`config.mk`:
```
export PLATFORM = sky130hd
export DESIGN_NAME = wdt_timer
export DESIGN_NICKNAME = d
export VERILOG_FILES = /design/src/rtl/wdt_timer_pkg.sv /design/src/rtl/tmr_prescale.sv /design/src/rtl/tmr_period.sv /design/src/rtl/wdt_timer.sv
export SDC_FILE = /design/constraint.sdc
export NUM_CORES = 1
export LEC_CHECK = 0
export ABC_AREA = 1
export BUFFER_PORTS_ARGS = -buffer_cell sky130_fd_sc_hd__buf_2
export CAP_MARGIN = 10
export CORE_ASPECT_RATIO = 0.8
export CORE_UTILIZATION = 53
export DETAILED_ROUTE_END_ITERATION = 8
export GPL_ROUTABILITY_DRIVEN = 0
export PLACE_DENSITY = 0.77
export SLEW_MARGIN = 10
export SYNTH_ARGS = -nofsm -noshare
export SYNTH_HDL_FRONTEND = slang
export SYNTH_HIERARCHICAL = 1
export SYNTH_SLANG_ARGS = --single-unit
```
`constraint.sdc`:
```
create_clock -name clk -period 2.03 [get_ports clk]
set_input_delay 0.1015 -clock clk [delete_from_list [all_inputs] [get_ports clk]]
set_output_delay 0.1015 -clock clk [all_outputs]
set_load 0.005 [all_outputs]
```
`src/rtl/wdt_timer_pkg.sv`:
```
package wdt_timer_pkg;
  localparam int          MODE_IRQ_BIT  = 8;
  localparam int          MODE_CONT_BIT = 10;
  localparam int          MODE_EN_BIT   = 12;
  localparam int          MODE_WDT_BIT  = 15;
  localparam logic [7:0]  KEEPALIVE_KEY = 8'hA5;

  typedef enum logic [1:0] {
    REG_MODE  = 2'd0,
    REG_COUNT = 2'd1,
    REG_STAT  = 2'd2
  } reg_sel_e;
endpackage

```
`src/rtl/tmr_prescale.sv`:
```
module tmr_prescale #(
  parameter int W = 16
) (
  input  logic         clk,
  input  logic         rst_n,
  input  logic         run,
  input  logic         restart,
  input  logic [W-1:0] reload,
  output logic         tick
);
  logic [W-1:0] pre_q, pre_d;

  assign tick = run && (pre_q == '0);

  always_comb begin
    pre_d = pre_q;
    if (restart)      pre_d = reload;
    else if (tick)    pre_d = reload;
    else if (run)     pre_d = pre_q - 1'b1;
  end

  always_ff @(posedge clk or negedge rst_n) begin
    if (!rst_n) pre_q <= '0;
    else        pre_q <= pre_d;
  end

  // the divider steps down by one per running clock
  a_r3_pre_decrement: assert property (@(posedge clk) disable iff (!rst_n)
    run && !restart && (pre_q != '0) |=> pre_q == $past(pre_q) - 1'b1);
endmodule

```
`src/rtl/tmr_period.sv`:
```
module tmr_period #(
  parameter int W = 16
) (
  input  logic         clk,
  input  logic         rst_n,
  input  logic         tick,
  input  logic         restart,
  input  logic [W-1:0] reload,
  output logic         expire
);
  logic [W-1:0] cnt_q, cnt_d;

  assign expire = tick && (cnt_q == '0);

  always_comb begin
    cnt_d = cnt_q;
    if (restart)      cnt_d = reload;
    else if (expire)  cnt_d = reload;
    else if (tick)    cnt_d = cnt_q - 1'b1;
  end

  always_ff @(posedge clk or negedge rst_n) begin
    if (!rst_n) cnt_q <= '0;
    else        cnt_q <= cnt_d;
  end

  // an interval end reloads the full period
  a_r4_reload_after_expire: assert property (@(posedge clk) disable iff (!rst_n)
    expire && !restart |=> cnt_q == $past(reload));
endmodule

```
`src/rtl/wdt_timer.sv`:
```
module wdt_timer
  import wdt_timer_pkg::*;
#(
  parameter int PRE_W = 16,
  parameter int PER_W = 16
) (
  input  logic        clk,
  input  logic        rst_n,
  input  logic        wr_en,
  input  logic [1:0]  wr_addr,
  input  logic [31:0] wr_data,
  input  logic [3:0]  wr_strb,
  input  logic [1:0]  rd_addr,
  output logic [31:0] rd_data,
  output logic        irq_o,
  output logic        wdt_rst_o
);
  localparam int LANES   = 4;
  localparam int PRE_LSB = 16;

  // reset: asserted asynchronously, released on the clock
  logic [1:0] rst_sync_q;
  logic       rst_int_n;
  always_ff @(posedge clk or negedge rst_n) begin
    if (!rst_n) rst_sync_q <= 2'b00;
    else        rst_sync_q <= {rst_sync_q[0], 1'b1};
  end
  assign rst_int_n = rst_sync_q[1];

  logic             irq_en_q, cont_q, en_q, wdt_q, flag_q, rst_q;
  logic             irq_en_d, cont_d, en_d, wdt_d, flag_d, rst_d;
  logic [PRE_W-1:0] psc_q, psc_d;
  logic [PER_W-1:0] per_q, per_d;
  logic [31:0]      cnt_word, cnt_merge;
  logic             wr_mode, wr_count, wr_stat, keepalive, restart;
  logic             tick, expire, disarm_req;

  assign wr_mode  = wr_en && (wr_addr == REG_MODE);
  assign wr_count = wr_en && (wr_addr == REG_COUNT);
  assign wr_stat  = wr_en && (wr_addr == REG_STAT);
  assign keepalive = wr_mode && wr_strb[3] && (wr_data[31:24] == KEEPALIVE_KEY) && wdt_q;
  assign disarm_req = !wr_data[MODE_EN_BIT] && !wr_data[MODE_WDT_BIT];

  always_comb begin
    cnt_word = '0;
    cnt_word[PRE_LSB +: PRE_W] = psc_q;
    cnt_word[0 +: PER_W]       = per_q;
    cnt_merge = cnt_word;
    for (int i = 0; i < LANES; i++)
      if (wr_strb[i]) cnt_merge[i*8 +: 8] = wr_data[i*8 +: 8];
  end

  // next-state of the register file
  always_comb begin
    irq_en_d = irq_en_q;
    cont_d   = cont_q;
    en_d     = en_q;
    wdt_d    = wdt_q;
    flag_d   = flag_q;
    rst_d    = rst_q;
    psc_d    = psc_q;
    per_d    = per_q;

    if (expire) begin
      flag_d = 1'b1;
      if (wdt_q) begin
        rst_d = 1'b1;
        en_d  = 1'b0;
      end else if (!cont_q) begin
        en_d  = 1'b0;
      end
    end

    if (wr_stat && wr_strb[0] && wr_data[0] && !expire) flag_d = 1'b0;

    if (wr_count) begin
      psc_d = cnt_merge[PRE_LSB +: PRE_W];
      per_d = cnt_merge[0 +: PER_W];
    end

    if (wr_mode && wr_strb[1]) begin
      irq_en_d = wr_data[MODE_IRQ_BIT];
      cont_d   = wr_data[MODE_CONT_BIT];
      if (!wdt_q || disarm_req) begin
        en_d  = wr_data[MODE_EN_BIT];
        wdt_d = wr_data[MODE_WDT_BIT];
      end
    end

    if (wdt_d) irq_en_d = 1'b0;
  end

  assign restart = wr_count || keepalive || (en_d && !en_q);

  always_ff @(posedge clk or negedge rst_int_n) begin
    if (!rst_int_n) begin
      irq_en_q <= 1'b0;
      cont_q   <= 1'b0;
      en_q     <= 1'b0;
      wdt_q    <= 1'b0;
      flag_q   <= 1'b0;
      rst_q    <= 1'b0;
      psc_q    <= '0;
      per_q    <= '0;
    end else begin
      irq_en_q <= irq_en_d;
      cont_q   <= cont_d;
      en_q     <= en_d;
      wdt_q    <= wdt_d;
      flag_q   <= flag_d;
      rst_q    <= rst_d;
      psc_q    <= psc_d;
      per_q    <= per_d;
    end
  end

  tmr_prescale #(.W(PRE_W)) u_prescale (
    .clk     (clk),
    .rst_n   (rst_int_n),
    .run     (en_q),
    .restart (restart),
    .reload  (psc_d - 1'b1),
    .tick    (tick)
  );

  tmr_period #(.W(PER_W)) u_period (
    .clk     (clk),
    .rst_n   (rst_int_n),
    .tick    (tick),
    .restart (restart),
    .reload  (per_d - 1'b1),
    .expire  (expire)
  );

  always_comb begin
    rd_data = '0;
    case (rd_addr)
      REG_MODE: begin
        rd_data[MODE_IRQ_BIT]  = irq_en_q;
        rd_data[MODE_CONT_BIT] = cont_q;
        rd_data[MODE_EN_BIT]   = en_q;
        rd_data[MODE_WDT_BIT]  = wdt_q;
      end
      REG_COUNT: rd_data = cnt_word;
      REG_STAT:  rd_data[0] = flag_q;
      default:   rd_data = '0;
    endcase
  end

  assign irq_o     = flag_q && irq_en_q && !wdt_q;
  assign wdt_rst_o = rst_q;

  // the reset request never drops without a block reset
  a_r9_rst_sticky: assert property (@(posedge clk) disable iff (!rst_int_n)
    rst_q |=> rst_q);

  // interrupt enable is never held while in watchdog duty
  a_r7_irq_masked: assert property (@(posedge clk) disable iff (!rst_int_n)
    wdt_q |-> !irq_en_q);

  // a key-only write leaves every mode bit unchanged
  a_r8_key_keeps_mode: assert property (@(posedge clk) disable iff (!rst_int_n)
    wr_mode && (wr_strb == 4'b1000) && !expire
    |=> $stable(en_q) && $stable(wdt_q) && $stable(cont_q) && $stable(irq_en_q));

  // one-shot expiry drops the enable
  a_r4_oneshot_stops: assert property (@(posedge clk) disable iff (!rst_int_n)
    expire && !cont_q && !(wr_mode && wr_strb[1]) |=> !en_q);

  // an armed watchdog stays armed unless both bits are cleared together
  a_r10_wdt_lock: assert property (@(posedge clk) disable iff (!rst_int_n)
    wdt_q && en_q && !expire && !(wr_mode && wr_strb[1] && disarm_req)
    |=> en_q && wdt_q);
endmodule

```
==> results_tabular.tex <==
\begin{tabular}{lr}
\hline
Metric & Value \\
\hline
\multicolumn{2}{l}{\textbf{Global route}} \\
Grt total ovfl & 0 \\
Global Route Usage Sum & 0.293 \\
Wire length of the first global-routing pass & 26300 um \\
Via count of the first global-routing pass & 5811 \\
Number of antenna violations at the first check in global routing & 0 \\
Largest net degree at the start of global routing & 71 \\
\multicolumn{2}{l}{\textbf{Die}} \\
Die boundary width & 119 um \\
Y dimension of the die & 95.7 um \\
Number of placement rows & 33 \\
Total Die Area & 0.0114 mm\^{}2 \\
Core box area & 0.0104 mm\^{}2 \\
Starting density of the core & 0.556 \\
Number of placed I/O pins & 77 \\
\multicolumn{2}{l}{\textbf{STA}} \\
Number of failing hold endpoints at the final stage & 0 \\
RSZ-0062 raised after global routing & yes \\
Final hold slack & 0.0262 ns \\
Total Negative Setup Slacks & 0 ns \\
Count of final setup violators & 0 \\
Pins Over Slew Limit & 0 \\
Worst Skew & 0.00854 ns \\
Maximum clock frequency & 0.494 GHz \\
Final Critical Period & 2.02 ns \\
Post-route clock period utilization & 0.997 \\
\multicolumn{2}{l}{\textbf{Drt}} \\
Routed length per placed instance & 13.1 um \\
Routed length on met3 & 676 um \\
Via-per-instance ratio & 5.07 \\
Vias after detailed routing & 5986 \\
DR top layer & met4 \\
Number of nets with antenna violations after detailed routing & 0 \\
Overall routed net length & 15400 um \\
Number of DRC markers after the initial detailed-route iteration & 403 \\
Detailed-route DRC error count & 0 \\
Met1 Wirelength & 7070 um \\
TritonRoute pass-1 iters & 5 \\
Met2 Wirelength & 7390 um \\
\multicolumn{2}{l}{\textbf{Setup path}} \\
Data required time at the worst endpoint & 2.30 ns \\
Most repeated library cell on the critical path & sky130\_fd\_sc\_hd\_\_nand2\_1 \\
Cell with the biggest individual delay on the critical path & sky130\_fd\_sc\_hd\_\_dfrtp\_1 \\
Cells traversed along the worst timing path & nor2\_2 > nand2\_1 > nor4\_4 > buf\_4 > nand2\_4 > nor2\_4 > nand3\_4 > nand2\_8 > clkinvlp\_4 > nand2\_2 > nand3\_2 > nand2\_1 \\
Critical path peak fanout & 7 \\
Largest incremental delay on the critical path & 0.40 ns \\
Number of buffer and inverter stages on the critical path & 2 \\
Critical path capture point type & flop \\
Worst EP arrival & 2.30 ns \\
Family with the most delay on the worst path & simple AND/OR/NAND/NOR gates \\
Worst setup path category & flop to flop \\
Startpoint class of the critical path & flop \\
\multicolumn{2}{l}{\textbf{Logic synthesis}} \\
Cell variety after synth & 38 \\
Xor/xnor share of the synthesized area & 0.0211 \\
Main synth FF type & sky130\_fd\_sc\_hd\_\_dfrtp\_1 \\
Post-synthesis adder-cell area fraction & 0.0151 \\
Cell area after synthesis & 0.00581 mm\^{}2 \\
Synth Area in Simple Gates & 0.485 \\
Share of cell area taken by muxes after synthesis & 0 \\
Fraction of the mapped netlist area in compound gates & 0.0476 \\
EDFF count, synth & 0 \\
YS warnings & 6 \\
Main combinational cell family by area after synthesis & simple AND/OR/NAND/NOR gates \\
Synth Instances & 920 \\
Fraction of the yosys area taken by sequential cells & 0.310 \\
Flip-flop and latch count after synthesis & 72 \\
Async SR Flop Fraction & 1.00 \\
Syn\_area\_per\_cell & 6.32 um\^{}2 \\
Post-synthesis net count & 970 \\
\multicolumn{2}{l}{\textbf{Finish}} \\
Number of inserted filler cells in the final layout & 904 \\
Post-route insts no fill & 1181 \\
Share of cells above drive strength 1 & 0.239 \\
Antenna fix cells & 0 \\
Util after Layout & 0.681 \\
Area Growth Syn to Fin & 22.5\% \\
Cell area after layout & 0.00712 mm\^{}2 \\
Nets & 1086 \\
Most frequent standard cell in the layout excluding fill and tap cells & sky130\_fd\_sc\_hd\_\_nand2\_1 \\
Commonest cells after routing, fill and taps aside & sky130\_fd\_sc\_hd\_\_nand2\_1 (375), sky130\_fd\_sc\_hd\_\_inv\_1 (135), sky130\_fd\_sc\_hd\_\_nor2\_1 (78), sky130\_fd\_sc\_hd\_\_buf\_2 (76), sky130\_fd\_sc\_hd\_\_dfrtp\_1 (71) \\
\multicolumn{2}{l}{\textbf{Clocking}} \\
Clock sink count & 72 \\
Max Buffers Root-to-Sink & 2 \\
TritonCTS clock tree & built \\
TritonCTS Buffers & 9 \\
Clock-pin slew on the worst setup and hold paths & 0.06 ns \\
Number of H-tree branching levels & 3 \\
Clock latency on the worst-skew pair & 0.34 ns \\
Root buffer selected by CTS & sky130\_fd\_sc\_hd\_\_clkbuf\_16 \\
\multicolumn{2}{l}{\textbf{Min path}} \\
Path category of the worst min-delay check & input pin to flop \\
\multicolumn{2}{l}{\textbf{Power}} \\
Peak supply drop & 0.670 mV \\
Cell area power density & 1110 mW/mm\^{}2 \\
Leak pwr & 0.00412 uW \\
\multicolumn{2}{l}{\textbf{Place}} \\
Placed inst area & 0.00659 mm\^{}2 \\
Placed cells & 1156 \\
Buffers added on ports & 76 \\
Half-perimeter wire length after placement & 11100 um \\
\multicolumn{2}{l}{\textbf{Outcome}} \\
Outcome & complete, no violations \\
\multicolumn{2}{l}{\textbf{Flow run}} \\
Maximum Capacitance Violations & 0 \\
\hline
\end{tabular}
-- cells in the mapped netlist (3+ instances only) --
| cell type | instances | share of area |
|---|---|---|
| sky130_fd_sc_hd__a21oi_1 | 3 | 0.0026 |
| sky130_fd_sc_hd__buf_2 | 8 | 0.0069 |
| sky130_fd_sc_hd__buf_6 | 6 | 0.012 |
| sky130_fd_sc_hd__clkbuf_1 | 5 | 0.0032 |
| sky130_fd_sc_hd__dfrtp_1 | 72 | 0.31 |
| sky130_fd_sc_hd__ha_1 | 7 | 0.015 |
| sky130_fd_sc_hd__inv_1 | 138 | 0.089 |
| sky130_fd_sc_hd__inv_2 | 5 | 0.0032 |
| sky130_fd_sc_hd__nand2_1 | 379 | 0.24 |
| sky130_fd_sc_hd__nand2_2 | 22 | 0.024 |
| sky130_fd_sc_hd__nand2_4 | 15 | 0.029 |
| sky130_fd_sc_hd__nand3_1 | 61 | 0.053 |
| sky130_fd_sc_hd__nand3_4 | 3 | 0.0090 |
| sky130_fd_sc_hd__nand4_1 | 14 | 0.015 |
| sky130_fd_sc_hd__nor2_1 | 83 | 0.054 |
| sky130_fd_sc_hd__nor2_2 | 16 | 0.017 |
| sky130_fd_sc_hd__nor2_4 | 12 | 0.023 |
| sky130_fd_sc_hd__nor3_1 | 3 | 0.0026 |
| sky130_fd_sc_hd__nor4_1 | 3 | 0.0032 |
| sky130_fd_sc_hd__o21ai_0 | 15 | 0.013 |
| sky130_fd_sc_hd__o21ai_1 | 7 | 0.0060 |
| sky130_fd_sc_hd__o21ai_2 | 3 | 0.0045 |
| sky130_fd_sc_hd__o21bai_1 | 3 | 0.0039 |
| sky130_fd_sc_hd__o21bai_2 | 6 | 0.012 |
| sky130_fd_sc_hd__xnor2_1 | 8 | 0.012 |
| sky130_fd_sc_hd__xor2_1 | 6 | 0.0090 |
-- sequential cells by signal (all words and copies together) (netlist names) --
register	flops
u_prescale/pre_q	16
irq_en_q	1
u_period/cnt_q	16
wdt_q	1
rst_sync_q	2
per_q	16
wdt_rst_o	1
cont_q	1
psc_q	16
flag_q	1
en_q	1
-- per-layer routing --
metal / GRT usage / vias up
li1: - / 3019
met1: 0.369 / 2782
met2: 0.512 / 161
met3: 0.0484 / 24
met4: 0.103 / 0
met5: 0 / -
-- through the flow --
stage / setup slack, ns / total power [uW]
floorplan: 0.0701 / 4710
global placement: -0.0618 / 5650
detailed placement: -0.147 / 5710
CTS: 0.00165 / 7670
global route: -0.0964 / 8450
finish: 0.00692 / 7870
-- worst register-to-register path: stages (launching register included) --
cell,delay (ns)
sky130_fd_sc_hd__dfrtp_1,0.40
sky130_fd_sc_hd__nor2_2,0.16
sky130_fd_sc_hd__nand2_1,0.12
sky130_fd_sc_hd__nor4_4,0.28
sky130_fd_sc_hd__buf_4,0.18
sky130_fd_sc_hd__nand2_4,0.05
sky130_fd_sc_hd__nor2_4,0.12
sky130_fd_sc_hd__nand3_4,0.11
sky130_fd_sc_hd__nand2_8,0.12
sky130_fd_sc_hd__clkinvlp_4,0.17
sky130_fd_sc_hd__nand2_2,0.11
sky130_fd_sc_hd__nand3_2,0.06
sky130_fd_sc_hd__nand2_1,0.08
-- final cells by class --
type	count	area, um^2	share of cell area
Clock buffer	12	267	0.0375
Clock inverter	4	73.8	0.0104
Inverter	143	541	0.0760
Multi-Input combinational cell	683	3430	0.482
Sequential cell	72	1800	0.253
Tap cell	140	175	0.0246
Timing Repair Buffer	127	828	0.116
-- power breakdown --
| part | switching, uW | leakage (uW) | internal (uW) |
|---|---|---|---|
| Combinational | 2330 | 0.00306 | 1480 |
| Sequential | 406 | 0.000894 | 1860 |
| Clock | 621 | 0.000169 | 1180 |
| Total | 3360 | 0.00412 | 4520 |
-- worst paths after layout --
path                       cells after the start                 start            endpoint  slack, ns
min in group asynchronous                      2                 rst_n       rst_sync_q[1]       0.09
setup / recovery                              12  u_prescale/pre_q[11]  u_period/cnt_q[10]      0.007
hold / removal                                 3           wr_data[10]              cont_q       0.03
hold reg to reg                                1         rst_sync_q[1]            psc_q[6]       0.30
setup reg to reg                              12  u_prescale/pre_q[11]  u_period/cnt_q[10]      0.007
max in group asynchronous                      1         rst_sync_q[1]  u_period/cnt_q[11]       1.41
-- cell families (layout without fill, tap and decap cells) --
| group | after synthesis | in the layout |
|---|---|---|
| AO/OA/AOI/OAI | 42 | 42 |
| XOR/XNOR | 14 | 14 |
| adder cells (fa/ha/maj) | 7 | 7 |
| buffers and inverters | 166 | 286 |
| flip-flops | 72 | 72 |
| other | 1 | 1 |
| AND/OR/NAND/NOR | 618 | 619 |
-- timing repair --
item / in CTS / in global routing
cloned: 1 / 0
resized for setup: 12 / 13
hold endpoints to repair: 2 / 0
buffers inserted: 2 / 5
hold buffers: 1 / 0
pin swaps: 7 / 11
endpoints found under the setup margin: 18 / 16
Note: power is estimated with default switching activity, not from simulation.
